**src/rtl/mss_pkg.sv**
```systemverilog
package mss_pkg;
    localparam int CMD_BITS = 7;
    localparam int ADDR_W   = 6;

    typedef enum logic [2:0] {
        F_IDLE,
        F_HUNT,
        F_CMD,
        F_TURN,
        F_READ,
        F_WRITE
    } frame_state_e;

    typedef enum logic [1:0] {
        G_IDLE,
        G_HOLD,
        G_APPLIED
    } guard_state_e;
endpackage

```
**src/rtl/mss_sync.sv**
```systemverilog
module mss_sync #(
    parameter int               WIDTH   = 3,
    parameter int               STAGES  = 2,
    parameter logic [WIDTH-1:0] RST_VAL = '0
) (
    input  logic             clk,
    input  logic             rst_n,
    input  logic [WIDTH-1:0] in_async,
    output logic [WIDTH-1:0] out_sync
);
    logic [STAGES-1:0][WIDTH-1:0] stage_q;

    always_ff @(posedge clk or negedge rst_n) begin
        if (!rst_n) begin
            stage_q <= {STAGES{RST_VAL}};
        end else begin
            stage_q[0] <= in_async;
            for (int k = 1; k < STAGES; k++) begin
                stage_q[k] <= stage_q[k-1];
            end
        end
    end

    assign out_sync = stage_q[STAGES-1];
endmodule

```
**src/rtl/mss_pulse_check.sv**
```systemverilog
module mss_pulse_check #(
    parameter int MIN_CYC = 16
) (
    input  logic clk,
    input  logic rst_n,
    input  logic stb_rise,
    input  logic stb_fall,
    output logic short_o
);
    localparam int CW = $clog2(MIN_CYC + 1);
    localparam logic [CW-1:0] LIMIT = CW'(MIN_CYC);

    logic [CW-1:0] len_q;
    logic          edge_seen;

    assign edge_seen = stb_rise | stb_fall;

    always_ff @(posedge clk or negedge rst_n) begin
        if (!rst_n) begin
            len_q   <= LIMIT;
            short_o <= 1'b0;
        end else if (edge_seen) begin
            if (len_q < LIMIT) short_o <= 1'b1;
            len_q <= CW'(1);
        end else if (len_q < LIMIT) begin
            len_q <= len_q + CW'(1);
        end
    end

    assert_flag_sticky_R11: assert property (@(posedge clk) disable iff (!rst_n)
        $past(short_o) |-> short_o);

    assert_flag_cause_R11: assert property (@(posedge clk) disable iff (!rst_n)
        $rose(short_o) |-> $past(stb_rise || stb_fall));
endmodule

```
**src/rtl/mss_frame.sv**
```systemverilog
module mss_frame
    import mss_pkg::*;
#(
    parameter int DATA_W = 16
) (
    input  logic              clk,
    input  logic              rst_n,
    input  logic              sclk_rise,
    input  logic              sclk_fall,
    input  logic              din_s,
    input  logic              stb_low,
    input  logic              stb_rise,
    input  logic [DATA_W-1:0] rd_data,
    output logic [ADDR_W-1:0] addr_o,
    output logic              commit_o,
    output logic [DATA_W-1:0] wdata_o,
    output logic              dout_o
);
    frame_state_e          state_q, state_d;
    logic [2:0]            cnt_q;
    logic [CMD_BITS-1:0]   cmd_q;
    logic [DATA_W-1:0]     in_q;
    logic [DATA_W-1:0]     out_q;

    // state register
    always_ff @(posedge clk or negedge rst_n) begin
        if (!rst_n) state_q <= F_IDLE;
        else        state_q <= state_d;
    end

    // transitions
    always_comb begin
        state_d = state_q;
        if (!stb_low) begin
            state_d = F_IDLE;
        end else begin
            unique case (state_q)
                F_IDLE:  state_d = F_HUNT;
                F_HUNT:  if (sclk_rise && din_s) state_d = F_CMD;
                F_CMD:   if (sclk_rise && cnt_q == 3'(CMD_BITS - 1)) state_d = F_TURN;
                F_TURN:  if (sclk_fall) state_d = cmd_q[CMD_BITS-1] ? F_WRITE : F_READ;
                F_READ:  state_d = F_READ;
                F_WRITE: state_d = F_WRITE;
                default: state_d = F_IDLE;
            endcase
        end
    end

    // datapath and outputs
    always_ff @(posedge clk or negedge rst_n) begin
        if (!rst_n) begin
            cnt_q <= '0;
            cmd_q <= '0;
            in_q  <= '0;
            out_q <= '0;
        end else if (!stb_low) begin
            cnt_q <= '0;
            out_q <= '0;
        end else begin
            case (state_q)
                F_HUNT: begin
                    cnt_q <= '0;
                    in_q  <= '0;
                end
                F_CMD: if (sclk_rise) begin
                    cmd_q <= {cmd_q[CMD_BITS-2:0], din_s};
                    cnt_q <= cnt_q + 3'd1;
                end
                F_TURN:  if (sclk_fall && !cmd_q[CMD_BITS-1]) out_q <= rd_data;
                F_READ:  if (sclk_fall) out_q <= {out_q[DATA_W-2:0], 1'b0};
                F_WRITE: if (sclk_rise) in_q <= {in_q[DATA_W-2:0], din_s};
                default: ;
            endcase
        end
    end

    assign addr_o   = cmd_q[ADDR_W-1:0];
    assign commit_o = (state_q == F_WRITE) && stb_rise;
    assign wdata_o  = in_q;
    assign dout_o   = out_q[DATA_W-1];

    assert_dout_on_fall_R12: assert property (@(posedge clk) disable iff (!rst_n)
        (dout_o != $past(dout_o)) |-> ($past(sclk_fall) || $past(!stb_low)));

    assert_write_quiet_R5: assert property (@(posedge clk) disable iff (!rst_n)
        (state_q == F_WRITE) |-> !dout_o);
endmodule

```
**src/rtl/mss_imp_guard.sv**
```systemverilog
module mss_imp_guard
    import mss_pkg::*;
#(
    parameter int             IMP_W     = 8,
    parameter logic [IMP_W-1:0] IMP_RESET = '0
) (
    input  logic             clk,
    input  logic             rst_n,
    input  logic             wr_req,
    input  logic [IMP_W-1:0] wr_val,
    input  logic             stb_rise,
    input  logic             stb_fall,
    output logic             stop_o,
    output logic [IMP_W-1:0] imp_o
);
    guard_state_e     state_q, state_d;
    logic [IMP_W-1:0] pend_q;
    logic [IMP_W-1:0] imp_q;

    always_ff @(posedge clk or negedge rst_n) begin
        if (!rst_n) state_q <= G_IDLE;
        else        state_q <= state_d;
    end

    always_comb begin
        state_d = state_q;
        unique case (state_q)
            G_IDLE:    if (wr_req)   state_d = G_HOLD;
            G_HOLD:    if (stb_fall) state_d = G_APPLIED;
            G_APPLIED: if (stb_rise) state_d = G_IDLE;
            default:   state_d = G_IDLE;
        endcase
    end

    always_ff @(posedge clk or negedge rst_n) begin
        if (!rst_n) begin
            pend_q <= IMP_RESET;
            imp_q  <= IMP_RESET;
        end else begin
            if (state_q == G_IDLE && wr_req)   pend_q <= wr_val;
            if (state_q == G_HOLD && stb_fall) imp_q  <= pend_q;
        end
    end

    always_comb begin
        stop_o = (state_q != G_IDLE);
        imp_o  = imp_q;
    end

    assert_stop_cause_R10: assert property (@(posedge clk) disable iff (!rst_n)
        $rose(stop_o) |-> $past(wr_req));

    assert_imp_under_stop_R9: assert property (@(posedge clk) disable iff (!rst_n)
        (imp_o != $past(imp_o)) |-> ($past(stop_o) && $past(stb_fall)));

    assert_stop_release_R9: assert property (@(posedge clk) disable iff (!rst_n)
        $fell(stop_o) |-> $past(stb_rise));
endmodule

```
**src/rtl/mgmt_serial_slave.sv**
```systemverilog
module mgmt_serial_slave
    import mss_pkg::*;
#(
    parameter logic [15:0]      ID_VALUE      = 16'h0610,
    parameter int               GEN_W         = 16,
    parameter logic [5:0]       GEN_ADDR      = 6'd1,
    parameter int               IMP_W         = 8,
    parameter logic [5:0]       IMP_ADDR      = 6'd2,
    parameter logic [IMP_W-1:0] IMP_RESET     = '0,
    parameter int               MIN_PULSE_CYC = 16,
    parameter int               SYNC_STAGES   = 2
) (
    input  logic             clk,
    input  logic             rst_n,
    input  logic             ser_clk,
    input  logic             ser_din,
    input  logic             ser_stb_n,
    output logic             ser_dout,
    output logic             stop_hold,
    output logic [IMP_W-1:0] imp_value,
    output logic             pulse_short
);
    localparam int ID_W   = 16;
    localparam int W_A    = (GEN_W > ID_W) ? GEN_W : ID_W;
    localparam int DATA_W = (IMP_W > W_A) ? IMP_W : W_A;

    logic [2:0]        lvl;
    logic [1:0]        prev_q;
    logic              sclk_rise, sclk_fall, stb_rise, stb_fall;
    logic [ADDR_W-1:0] addr;
    logic              commit;
    logic [DATA_W-1:0] wdata;
    logic [DATA_W-1:0] rd_data;
    logic [GEN_W-1:0]  gen_q;

    mss_sync #(.WIDTH(3), .STAGES(SYNC_STAGES), .RST_VAL(3'b100)) u_sync (
        .clk      (clk),
        .rst_n    (rst_n),
        .in_async ({ser_stb_n, ser_din, ser_clk}),
        .out_sync (lvl)
    );

    // edge detection on serial clock (bit 0) and strobe (bit 1)
    always_ff @(posedge clk or negedge rst_n) begin
        if (!rst_n) prev_q <= 2'b10;
        else        prev_q <= {lvl[2], lvl[0]};
    end

    assign sclk_rise = lvl[0] & ~prev_q[0];
    assign sclk_fall = ~lvl[0] & prev_q[0];
    assign stb_rise  = lvl[2] & ~prev_q[1];
    assign stb_fall  = ~lvl[2] & prev_q[1];

    mss_frame #(.DATA_W(DATA_W)) u_frame (
        .clk       (clk),
        .rst_n     (rst_n),
        .sclk_rise (sclk_rise),
        .sclk_fall (sclk_fall),
        .din_s     (lvl[1]),
        .stb_low   (~lvl[2]),
        .stb_rise  (stb_rise),
        .rd_data   (rd_data),
        .addr_o    (addr),
        .commit_o  (commit),
        .wdata_o   (wdata),
        .dout_o    (ser_dout)
    );

    // chain read selection, left-aligned so the chain MSB leaves first
    always_comb begin
        rd_data = '0;
        if (addr == 6'd0)          rd_data[DATA_W-1 -: ID_W]  = ID_VALUE;
        else if (addr == GEN_ADDR) rd_data[DATA_W-1 -: GEN_W] = gen_q;
        else if (addr == IMP_ADDR) rd_data[DATA_W-1 -: IMP_W] = imp_value;
    end

    always_ff @(posedge clk or negedge rst_n) begin
        if (!rst_n)                        gen_q <= '0;
        else if (commit && addr == GEN_ADDR) gen_q <= wdata[GEN_W-1:0];
    end

    mss_imp_guard #(.IMP_W(IMP_W), .IMP_RESET(IMP_RESET)) u_guard (
        .clk      (clk),
        .rst_n    (rst_n),
        .wr_req   (commit && addr == IMP_ADDR),
        .wr_val   (wdata[IMP_W-1:0]),
        .stb_rise (stb_rise),
        .stb_fall (stb_fall),
        .stop_o   (stop_hold),
        .imp_o    (imp_value)
    );

    mss_pulse_check #(.MIN_CYC(MIN_PULSE_CYC)) u_pulse (
        .clk      (clk),
        .rst_n    (rst_n),
        .stb_rise (stb_rise),
        .stb_fall (stb_fall),
        .short_o  (pulse_short)
    );

    assert_gen_on_strobe_R5: assert property (@(posedge clk) disable iff (!rst_n)
        (gen_q != $past(gen_q)) |-> $past(stb_rise));
endmodule

```
**config.mk**
```make
export PLATFORM = sky130hd
export DESIGN_NAME = mgmt_serial_slave
export DESIGN_NICKNAME = d
export VERILOG_FILES = /design/src/rtl/mss_pkg.sv /design/src/rtl/mss_sync.sv /design/src/rtl/mss_pulse_check.sv /design/src/rtl/mss_frame.sv /design/src/rtl/mss_imp_guard.sv /design/src/rtl/mgmt_serial_slave.sv
export SDC_FILE = /design/constraint.sdc
export NUM_CORES = 1
export LEC_CHECK = 0
export CORE_UTILIZATION = 60
export CTS_CLUSTER_SIZE = 16
export DETAILED_ROUTE_END_ITERATION = 10
export DONT_BUFFER_PORTS = 1
export HOLD_SLACK_MARGIN = 0.15
export PLACE_DENSITY = 0.79
export SLEW_MARGIN = 20
export SYNTH_ARGS = -nofsm -noshare
export SYNTH_HDL_FRONTEND = slang
export SYNTH_HIERARCHICAL = 1
export SYNTH_SLANG_ARGS = --single-unit
```
**constraint.sdc**
```tcl
create_clock -name clk -period 4.2 [get_ports clk]
set_clock_uncertainty 0.05 [all_clocks]
set_input_delay 0.84 -clock clk [delete_from_list [all_inputs] [get_ports clk]]
set_output_delay 0.84 -clock clk [all_outputs]
set_load 0.02 [all_outputs]
```
==> reports/results.ini <==
[clock_network]
ctsResizeCount = 0
root_buffer = clkbuf_8
cts_max_level = 3
clk-insertion-delay-late_ns = 0.36
cts_sinks = 93
clkTransAtPathRegs_ns = 0.08
clock_path_buffers = 2
cts_tree = built
numCtsBuffers = 9

[logic_synthesis]
ys_ff_latch = 93
synth-simple-area-share = 0.1079
ys_seq_area_frac = 0.5450
syn_avg_cell_area_um2 = 12.97
synth_area_mm2 = 0.004279
yosys.area.top_type = dfrtp_1
synth_compound_area_frac = 0.08567
ys_warn_count = 6
synthFlopType = dfrtp_1
async_reset_ff_frac = 1.000
yosys.area_share.xor_xnor = 0.006140
syn_inst = 330
synthAdderAreaFrac = 0.008772
synth_cell_type_count = 57
synth_top_family_by_area = multiplexers
syn_nets = 338
yosys-top-cells-area = dfrtp_1 52%, mux2_2 7.6%, mux2i_1 7.5%
muxShareOfSynthArea = 0.1863
synth_enable_flop_cells = 0
synth_top_area_share = 0.5205

[worst_hold_path]
hold_path_class = in -> async

[route]
viasPerCell = 5.824
final_antenna_net_count = 0
wl_um = 7396
drc = 0
dr_total_vias = 2452
drtIter0Drc = 199
wl_per_cell_um = 17.57
drtPass1Iterations = 4

[floorplanning]
fp.dieW_um = 86.45
io_pins = 16
die_area_mm2 = 0.007474
core-area_mm2 = 0.006832
die_h_um = 86.45
rows = 30
initial_core_util = 0.6264

[pwr]
finalPower_mw = 1.594
seq_power_share = 0.582
p_leak_nw = 1.961
combinationalPowerShare = 0.052
swShare = 0.2278
max-vdd-ir-drop_mv = 0.2725
power_switching_uw = 363.0
p_per_area_mw_per_mm2 = 357.2
pwr-share-clk = 0.366
p_int_mw = 1.231

[timing]
final_hold_viol_count = 0
fin_crit_ns = 2.795
drv_slew = 0
slew_headroom = 0.3094
fin_crit_sh = 0.6654
fin_setup_tns_ns = 0
whs_ns = 0.2664
rsz0062_at_grt = false
layout_setup_ws_ns = 1.405
tightest_slew_ns = 1.033
final-setup-viol-count = 0
fmaxAchievable_ghz = 0.3578

[run_status]
status = finished, final reports clean

[finish]
stdcell_area_mm2 = 0.004462
diodes = 0
area_growth_syn_to_layout_pct = 4.269
stdcell_count = 421
postLayoutCoreUtil = 0.6531
drive_above_1_share = 0.2277
final_common_cell = dfrtp_1
nets = 329
layout_common_cells = 89 x dfrtp_1, 32 x mux2i_1, 29 x mux2_2

[place]
io_buffer_count = 0
dp_hpwl_um = 4878
place_ws_ns = 1.445
dp_cells = 405
place_congestion = 0.7349
place_area_mm2 = 0.004237

[global_route]
grt_pass1_vias = 2452
grt_first_pass_wirelength_um = 12700
grt_overflow_total = 0
grt_max_degree = 90
antenna_found_initial = 0
grt_usage = 0.2294

[critical_path]
start_kind = flop
crit_fanout = 16
critical_path_class = reg -> reg
rrSetupSlack_ns = 1.41
endpoint_kind = flop
cp.arrival_ns = 2.99
critPathRequiredTime_ns = 4.40

[flow_run]
cap_violations = 0

## cells by family (layout without fill, tap and decap cells)
group                      count (synthesis)  count (layout)
buffers and inverters                     44              39
adders and majority gates                  3               3
muxes                                     71              71
and+or+nand+nor                           71              71
AOI/OAI and AO/OA                         45              45
DFF                                       93              93
xor gates and xnor gates                   3               3
## area by class of cell
cell class | count | area [µm²]
Timing Repair Buffer | 2 | 35.03
Sequential cell | 93 | 2332
Clock inverter | 5 | 60.06
Tap cell | 96 | 120.1
Multi-Input combinational cell | 193 | 1694
Clock buffer | 10 | 137.6
Fill cell | 513 | 2370
Inverter | 22 | 82.58
## worst paths after layout
path	from	to	cells after the start
min	rst_n	u_pulse/len_q[4]	0
max reg2reg	u_sync/out_sync[2]	gen_q[2]	6
max in group asynchronous	rst_n	u_frame/out_q[3]	1
min in group clk	u_sync/stage_q[1]	u_sync/out_sync[1]	0
min reg2reg	u_sync/stage_q[1]	u_sync/out_sync[1]	0
max	u_sync/out_sync[2]	gen_q[2]	6
## per-layer routing
layer	share of wire	GRT usage	up-vias
met2	0.46	0.3333	46
met3	0.026	0.03143	11
li1	-	-	1136
met4	0.021	0.1227	0
met1	0.49	0.3381	1259
met5	0	0	-
## power by group through the flow
stage / Combinational (mW) / Sequential, mW / Clock (mW)
after floorplan: 0.0643 / 0.936 / 0
after global placement: 0.0621 / 0.944 / 0
after detailed placement: 0.0639 / 0.945 / 0
after CTS: 0.0841 / 0.927 / 0.608
after global routing: 0.0927 / 0.930 / 0.638
final: 0.0827 / 0.927 / 0.584
## Yosys cell counts (3+ instances only)
cell       instances
nor3_1             5
o2bb2ai_1         16
nand2b_1           6
buf_4             12
a21oi_1            3
mux2i_1           32
ha_1               3
nor2_1             3
buf_2              3
and2_1             9
nor2b_1            6
dfrtp_1           89
nand2_1           21
a31oi_1            3
dfstp_2            4
a22o_1             6
mux2_4            10
mux2_2            29
inv_1             22
## worst max-delay path, cell delays in order, from the launching register on
cell,delay (ns)
dfstp_2,0.55
inv_1,0.13
nor2_1,0.44
and4_1,0.29
nand2_1,0.11
nor3_4,0.70
mux2_2,0.41
## flip-flops by register name, summed over array words and instances, names as in the netlist
name,count
u_guard/imp_o,8
u_pulse/len_q,5
u_sync/stage_q,3
u_frame/state_q,3
gen_q,16
prev_q,2
u_frame/wdata_o,16
u_frame/cmd_q,7
u_sync/out_sync,3
u_frame/cnt_q,3
u_guard/state_q,2
u_guard/pend_q,8
u_pulse/short_o,1
u_frame/out_q,16
## repair_timing
item	in CTS	in global routing
hold endpoints to repair	89	0
buffers inserted	0	0
hold buffers	1	0
Power figures use the tool's default switching activity.
